--- config.mk ---
export PLATFORM = sky130hd
export DESIGN_NAME = qcl_quad_latch
export DESIGN_NICKNAME = d
export VERILOG_FILES = /design/src/rtl/qcl_pkg.sv /design/src/rtl/qcl_word_decode.sv /design/src/rtl/qcl_chan_slot.sv /design/src/rtl/qcl_pd_gate.sv /design/src/rtl/qcl_quad_latch.sv
export SDC_FILE = /design/constraint.sdc
export NUM_CORES = 1
export LEC_CHECK = 0
export BUFFER_PORTS_ARGS = -buffer_cell sky130_fd_sc_hd__buf_2
export CORE_MARGIN = 10
export CORE_UTILIZATION = 28
export CTS_CLUSTER_SIZE = 10
export DETAILED_ROUTE_END_ITERATION = 12
export GPL_ROUTABILITY_DRIVEN = 0
export PLACE_DENSITY = 0.51
export SYNTH_ARGS = -nofsm -noshare
export SYNTH_HDL_FRONTEND = slang
export SYNTH_HIERARCHICAL = 1
export SYNTH_SLANG_ARGS = --single-unit
--- constraint.sdc ---
create_clock -name clk -period 2.7 [get_ports clk]
set_clock_uncertainty 0.15 [all_clocks]
set_input_delay 0.135 -clock clk [delete_from_list [all_inputs] [get_ports clk]]
set_output_delay 0.135 -clock clk [all_outputs]
set_load 0.02 [all_outputs]
--- src/rtl/qcl_pkg.sv ---
package qcl_pkg;
  localparam int unsigned QCL_NUM_CH = 4;
  localparam int unsigned QCL_CODE_W = 10;
  localparam int unsigned QCL_WORD_W = 16;
  localparam int unsigned QCL_FLAG_W = 2;

  function automatic int unsigned qcl_addr_w(input int unsigned n);
    return (n <= 1) ? 1 : $clog2(n);
  endfunction
endpackage

--- src/rtl/qcl_word_decode.sv ---
module qcl_word_decode
  import qcl_pkg::*;
#(
  parameter int unsigned NUM_CH = QCL_NUM_CH,
  parameter int unsigned CODE_W = QCL_CODE_W,
  parameter int unsigned WORD_W = QCL_WORD_W
) (
  input  logic              valid,
  input  logic [WORD_W-1:0] word,
  output logic [NUM_CH-1:0] wr_en,
  output logic [CODE_W-1:0] wr_code,
  output logic              wr_pd,
  output logic              wr_fast
);
  localparam int unsigned ADDR_W   = qcl_addr_w(NUM_CH);
  localparam int unsigned ADDR_LSB = WORD_W - ADDR_W;
  localparam int unsigned PD_POS   = ADDR_LSB - 1;
  localparam int unsigned SPD_POS  = ADDR_LSB - 2;
  localparam int unsigned CODE_LSB = ADDR_LSB - QCL_FLAG_W - CODE_W;

  logic [ADDR_W-1:0] addr;
  logic              unused_pad;

  assign addr    = word[ADDR_LSB +: ADDR_W];
  assign wr_pd   = word[PD_POS];
  assign wr_fast = word[SPD_POS];
  assign wr_code = word[CODE_LSB +: CODE_W];

  generate
    if (CODE_LSB > 0) begin : g_pad
      assign unused_pad = ^word[CODE_LSB-1:0];
    end else begin : g_nopad
      assign unused_pad = 1'b0;
    end
  endgenerate

  for (genvar i = 0; i < NUM_CH; i++) begin : g_sel
    assign wr_en[i] = valid && (addr == ADDR_W'(i));
  end
endmodule

--- src/rtl/qcl_chan_slot.sv ---
module qcl_chan_slot #(
  parameter int unsigned CODE_W = 10
) (
  input  logic              clk,
  input  logic              rst_n,
  input  logic              wr_en,
  input  logic [CODE_W-1:0] wr_code,
  input  logic              wr_pd,
  input  logic              wr_fast,
  input  logic              xfer,
  output logic [CODE_W-1:0] act_code,
  output logic              act_pd,
  output logic              act_fast
);
  logic [CODE_W-1:0] hold_code;
  logic              hold_pd;
  logic              hold_fast;

  always_ff @(posedge clk or negedge rst_n) begin
    if (!rst_n) begin
      hold_code <= '0;
      hold_pd   <= 1'b0;
      hold_fast <= 1'b0;
    end else if (wr_en) begin
      hold_code <= wr_code;
      hold_pd   <= wr_pd;
      hold_fast <= wr_fast;
    end
  end

  always_ff @(posedge clk or negedge rst_n) begin
    if (!rst_n) begin
      act_code <= '0;
      act_pd   <= 1'b0;
      act_fast <= 1'b0;
    end else if (xfer) begin
      act_code <= hold_code;
      act_pd   <= hold_pd;
      act_fast <= hold_fast;
    end
  end
endmodule

--- src/rtl/qcl_pd_gate.sv ---
module qcl_pd_gate #(
  parameter int unsigned NUM_CH = 4
) (
  input  logic [NUM_CH-1:0] act_pd,
  input  logic              global_pd_n,
  output logic [NUM_CH-1:0] pd_out
);
  for (genvar i = 0; i < NUM_CH; i++) begin : g_gate
    assign pd_out[i] = act_pd[i] | ~global_pd_n;
  end
endmodule

--- src/rtl/qcl_quad_latch.sv ---
module qcl_quad_latch
  import qcl_pkg::*;
#(
  parameter int unsigned NUM_CH = QCL_NUM_CH,
  parameter int unsigned CODE_W = QCL_CODE_W,
  parameter int unsigned WORD_W = QCL_WORD_W
) (
  input  logic                     clk,
  input  logic                     rst_n,
  input  logic                     word_valid,
  output logic                     word_ready,
  input  logic [WORD_W-1:0]        word_data,
  input  logic                     load_n,
  input  logic                     pwrdn_n,
  output logic [NUM_CH*CODE_W-1:0] code_out,
  output logic [NUM_CH-1:0]        pd_out,
  output logic [NUM_CH-1:0]        fast_out
);
  logic [NUM_CH-1:0] wr_en;
  logic [CODE_W-1:0] wr_code;
  logic              wr_pd;
  logic              wr_fast;
  logic [NUM_CH-1:0] act_pd;
  logic              xfer;

  assign word_ready = 1'b1;
  assign xfer       = ~load_n;

  qcl_word_decode #(
    .NUM_CH(NUM_CH), .CODE_W(CODE_W), .WORD_W(WORD_W)
  ) u_dec (
    .valid  (word_valid & word_ready),
    .word   (word_data),
    .wr_en  (wr_en),
    .wr_code(wr_code),
    .wr_pd  (wr_pd),
    .wr_fast(wr_fast)
  );

  for (genvar i = 0; i < NUM_CH; i++) begin : g_chan
    qcl_chan_slot #(.CODE_W(CODE_W)) u_slot (
      .clk     (clk),
      .rst_n   (rst_n),
      .wr_en   (wr_en[i]),
      .wr_code (wr_code),
      .wr_pd   (wr_pd),
      .wr_fast (wr_fast),
      .xfer    (xfer),
      .act_code(code_out[i*CODE_W +: CODE_W]),
      .act_pd  (act_pd[i]),
      .act_fast(fast_out[i])
    );
  end

  qcl_pd_gate #(.NUM_CH(NUM_CH)) u_gate (
    .act_pd     (act_pd),
    .global_pd_n(pwrdn_n),
    .pd_out     (pd_out)
  );
endmodule

==> results of run 1 <==
==> area by class of cell <==
cell class | instances | area share
sequential | 96 | 0.492
multi-input combinational | 105 | 0.296
timing repair buffer | 85 | 0.109
clock buffer | 12 | 0.0525
tap | 180 | 0.0461
clock inverter | 3 | 0.00359
inverter | 1 | 0.000768
==> sequential cells by signal, indices dropped and copies added (netlist names) <==
signal                   count
g_chan.u_slot/act_code      40
g_chan.u_slot/act_fast       4
g_chan.u_slot/act_pd         4
g_chan.u_slot/hold_code     40
g_chan.u_slot/hold_fast      4
g_chan.u_slot/hold_pd        4
==> per-stage QoR <==
| stage | instances | worst slack, ns | power, mW | instance area (µm²) |
|---|---|---|---|---|
| detailed placement | 454 | 1.15 | 2.94 | 4480 |
| CTS | 482 | 1.37 | 4.17 | 4890 |
| global placement | 454 | 1.19 | 2.92 | 4480 |
| finish | 482 | 1.40 | 4.07 | 4890 |
| global route | 482 | 1.34 | 4.31 | 4890 |
| floorplan | 223 | 1.49 | 2.61 | 4040 |
==> cells by family (layout without fill, tap and decap cells) <==
group / count (synthesis) / count (layout)
AND/OR/NAND/NOR: 8 / 8
multiplexers: 96 / 96
other: 1 / 1
flip-flops: 96 / 96
buffers and inverters: 22 / 101
==> worst max-delay path by stage <==
stage                                             start                                        to  slack [ns]  depth (start not counted)
finish              g_chan[0].u_slot/act_pd$_DFFE_PN0P_                                 pd_out[0]        1.40                          2
global route        g_chan[1].u_slot/act_pd$_DFFE_PN0P_                                 pd_out[1]        1.34                          2
CTS                 g_chan[0].u_slot/act_pd$_DFFE_PN0P_                                 pd_out[0]        1.37                          2
detailed placement                        word_data[15]    g_chan[1].u_slot/hold_fast$_DFFE_PN0P_        1.15                          4
global placement                          word_data[15]    g_chan[1].u_slot/hold_fast$_DFFE_PN0P_        1.19                          4
floorplan                                        load_n  g_chan[0].u_slot/act_code[0]$_DFFE_PN0P_        1.49                          3
==> cells in the mapped netlist <==
library cell  instances
dfrtp_1              96
nor3b_2               1
inv_1                 1
mux2_2               16
nand2b_1              4
buf_4                13
buf_6                 8
and3b_1               2
conb_1                1
mux2_4               80
and3_2                1
==> per-layer routing <==
| layer | up-vias | global-route usage | routed length [µm] |
|---|---|---|---|
| li1 | 911 | - | - |
| met1 | 1035 | 0.109 | 3790 |
| met2 | 56 | 0.134 | 3820 |
| met3 | 8 | 0.0419 | 532 |
| met4 | 0 | 0.0293 | 94 |
| met5 | - | 0 | 0 |
==> placed cells by master, fill, tap and decap left out, drive strengths merged <==
cell type	count
conb	1
inv	1
clkinv	2
buf	72
clkinvlp	1
and3b	2
dfrtp	96
mux2	96
and3	1
nor3b	1
nand2b	4
dlygate4sd3	13
clkbuf	12
==> power by group <==
part           total, mW  switching, mW  internal, mW
combinational      0.984          0.449         0.535
sequential          1.92          0.173          1.75
clock               1.16          0.498         0.666
==> results.toml, run 1 <==
[run_status]
status = "complete, no violations"

[synth]
synth_area_leaders = "dfrtp_1 (59%), mux2_4 (30%), mux2_2 (4.5%)"
syn_avg_cell_area_um2 = 18.1
ys_seq_area_frac = 0.594
yosys_warnings = 6
synth_fp_nets = 244
synth.distinct_cells = 11
synth_top_family_by_area = "multiplexers"
syn_area_um2 = 4040
synth_top_area_frac = 0.594
synthSimpleGateAreaFrac = 0.0155
synth_xor_area_frac = 0
synth.area.mux_share = 0.342
synth_compound_area_frac = 0
ys_ff_latch = 96
synth_top_cell_by_area = "dfrtp_1"
synthCells = 223
synth_fa_ha_area_frac = 0

[clocking]
clk_pin_slew_worst_paths_ns = 0.06
insertion_delay_ns = 0.34
cts_tree = "built"
cts-resized-gates = 0
cts_buffer_depth = 2
cts_root_buf = "clkbuf_16"
cts.hold.buffers_added = 13
cts_sinks = 96
ctsHtreeMaxLevel = 3
cts_setup_buffers = 0
cts_buffers = 9

[sta]
period_minus_slack_ns = 1.30
setup_tns_ns = 0
whs_ns = 0.153
hold_viol_final = 0
slew_headroom = 0.660
slew_violations = 0
tightest_slew_ns = 0.510
max_freq_mhz = 770
setup_viol = 0
grt_setup_unrepaired = "false"
fin_crit_sh = 0.481

[global_route]
grtUsageTotal = 0.0888
antenna_found_initial = 0
grt_pass1_wl_um = 13700
grt_max_degree = 49
grt_pass1_vias = 2384
grt.overflow.total = 0

[floorplanning]
die_h_um = 140
ios = 70
design.core.area_um2 = 14000
start_util = 0.289
fp-row-count = 43
die_w_um = 140
dieArea_um2 = 19600

[finish]
n_fill_cell = 1370
regArea_um2 = 2400
drive_gt1_frac = 0.613
layout.nets = 319
diodes = 0
syn_to_final_growth_pct = 20.9
final_core_util = 0.349
multiInputGateArea_um2 = 1450

[pwr]
leakagePower_nw = 2.34
vdd_drop_max_v = 0.000546
power_density_nw_per_um2 = 833

[critical_path]
critical_path_class = "flip-flop to primary output"
path_delay_family = "flip-flops"
rr_startpoint = "g_chan[2].u_slot/act_code[9]$_DFFE_PN0P_"
slowest_stage = "dfrtp_1"
critPathMaxFanout = 2
r2r_slack_ns = 1.77
reg2reg_depth = 1
slowest_delay_ns = 0.38
path_cells = "nand2b_1 > buf_2"
cp-end-kind = "primary output"
required_ns = 2.41
critical_path_arrival_ns = 1.01
critPathLaunchType = "flip-flop"
reg2reg_to = "g_chan[2].u_slot/act_code[9]$_DFFE_PN0P_"
crit_buf_inv = 1

[min_path]
hp-class = "primary input to async pin"

[drt]
viasPerCell = 4.17
wl_per_cell_um = 17.1
drt_iter0_drc = 59
vias = 2010
drc = 0
ant_nets = 0
wirelength_um = 8240
first_pass_iters = 4

[place]
dp_hpwl_um = 5550
port_buffers = 66

[flow_run]
drv_cap = 0
Power figures use the tool's default switching activity.
==> run 2, diff against run 1 <==
clock period = 1.2 ns   (was 2.7 ns; I/O delays follow)
==> run 2 against run 1 <==
Effect of this change: the run now ends with negative setup slack left; clock-buffer cell count stayed put; clock power grew 150%; critical endpoint unchanged; power is 130% higher; via count increased by 0.80%; die area did not move; largest cell class unchanged.
==> results.toml, run 2 (same netlist as run 1, synthesis figures left out) <==
[clocking]
clk_pin_slew_worst_paths_ns = 0.06
insertion_delay_ns = 0.34
cts_buffer_depth = 2
cts_setup_buffers = 0
cts_root_buf = "clkbuf_16"
cts_tree = "built"
cts_buffers = 9
ctsHtreeMaxLevel = 3
cts_sinks = 96

[sta]
grt_setup_unrepaired = "true"
hold_viol_final = 0
whs_ns = 0.106
period_minus_slack_ns = 1.22
final.setup.worst_slack_ns = -0.0223
tightest_slew_ns = 0.515
slew_violations = 0
max_freq_mhz = 818
fin_crit_sh = 1.02
setup_viol = 4
slew_headroom = 0.656
setup_tns_ns = -0.0619

[finish]
diodes = 0
top_regs = "g_chan.u_slot/act_code: 40 flops, g_chan.u_slot/hold_code: 40 flops"
syn_to_final_growth_pct = 25.2
instances_no_fill = 487
layout_commonest_cell = "dfrtp_1"
layout.nets = 323
final_core_util = 0.362
final_cell_mix = "dfrtp_1 (96), mux2_4 (80), buf_2 (61)"
post-route-cell-area_um2 = 5060
drive_gt1_frac = 0.619

[place]
placed_cells = 457
placed_area_um2 = 4580
dp_hpwl_um = 5590
port_buffers = 66
pre_cts_ws_ns = -0.0673

[floorplanning]
ios = 70
fp-row-count = 43
design.core.area_um2 = 14000
dieArea_um2 = 19600
die_w_um = 140
die_h_um = 140
start_util = 0.289

[drt]
first_pass_iters = 4
ant_nets = 0
vias = 2026
wirelength_um = 8140
drt_iter0_drc = 115
viasPerCell = 4.16
drc = 0
wl_per_cell_um = 16.7

[global_route]
antenna_found_initial = 0
grt.overflow.total = 0
grt_pass1_wl_um = 13600
grt_max_degree = 96
grtUsageTotal = 0.0870
grt_pass1_vias = 2344

[pwr]
vdd_drop_max_v = 0.000908
finalPower_mw = 9.48
power_density_nw_per_um2 = 1870
leakagePower_nw = 2.41

[critical_path]
critical_path_class = "flip-flop to primary output"
slowest_delay_ns = 0.40
slowest_stage = "dfrtp_1"
critPathLaunchType = "flip-flop"
required_ns = 0.99
path_cells = "nand2b_4 > buf_6"
cp-end-kind = "primary output"
critical_path_arrival_ns = 1.01
critPathMaxFanout = 2

[flow_run]
drv_cap = 0

[run_status]
status = "finished, violations left"
violations = "negative setup slack"

[min_path]
hp-class = "primary input to flip-flop"
run 2: cell types whose count changed in the layout (fill, tap and decap cells not counted), moves of 2 or more:
cell,change
nand2b_4,+2
clkinv_2,-2
buf_2,-4
buf_6,+4
nand2b_1,-2
buf_12,+6
buf_4,-3
run 2: worst paths after layout:
| path | from | slack (ns) | cells past startpoint | end |
|---|---|---|---|---|
| max in group asynchronous | rst_n | 0.33 | 3 | g_chan[3].u_slot/hold_code[1]$_DFFE_PN0P_ |
| worst min register to register | g_chan[0].u_slot/act_code[1]$_DFFE_PN0P_ | 0.35 | 1 | g_chan[0].u_slot/act_code[1]$_DFFE_PN0P_ |
| worst min-delay path | word_data[14] | 0.11 | 4 | g_chan[0].u_slot/hold_code[1]$_DFFE_PN0P_ |
| min in group asynchronous | rst_n | 0.16 | 3 | g_chan[2].u_slot/act_code[6]$_DFFE_PN0P_ |
| worst max register to register | g_chan[2].u_slot/act_code[9]$_DFFE_PN0P_ | 0.26 | 1 | g_chan[2].u_slot/act_code[9]$_DFFE_PN0P_ |
| worst max-delay path | g_chan[0].u_slot/act_pd$_DFFE_PN0P_ | -0.02 | 2 | pd_out[0] |
run 2: what timing repair did:
action	in CTS	in global routing
endpoints found under the setup margin	4	4
gates resized for setup	10	0
hold buffers	14	0
endpoints found under the hold margin	144	0
run 2: area by class of cell:
class	count	area, µm²
timing repair buffer	89	666
tap	180	225
multi-input combinational	105	1460
inverter	1	3.75
fill	1365	8930
clock buffer	12	246
sequential	96	2400
clock inverter	4	53.8
run 2: worst max-delay path, delay by kind of cell, from the launching register on:
family	cells	cell delay, ns
simple gates	1	0.15
buf+inv	1	0.12
flops	1	0.40
run 2: layer usage:
metal  part of all wire  GRT usage  wire length, µm
met3              0.068     0.0355              555
met1               0.47      0.114             3820
met2               0.45      0.125             3640
met4              0.015     0.0310              125
met5                  0          0                0
run 2: power by group:
group / total, mW / internal [mW] / leakage (nW) / switching (mW)
logic: 2.30 / 1.27 / 1.13 / 1.03
registers: 4.33 / 3.93 / 1.14 / 0.401
clock network: 2.85 / 1.68 / 0.139 / 1.17
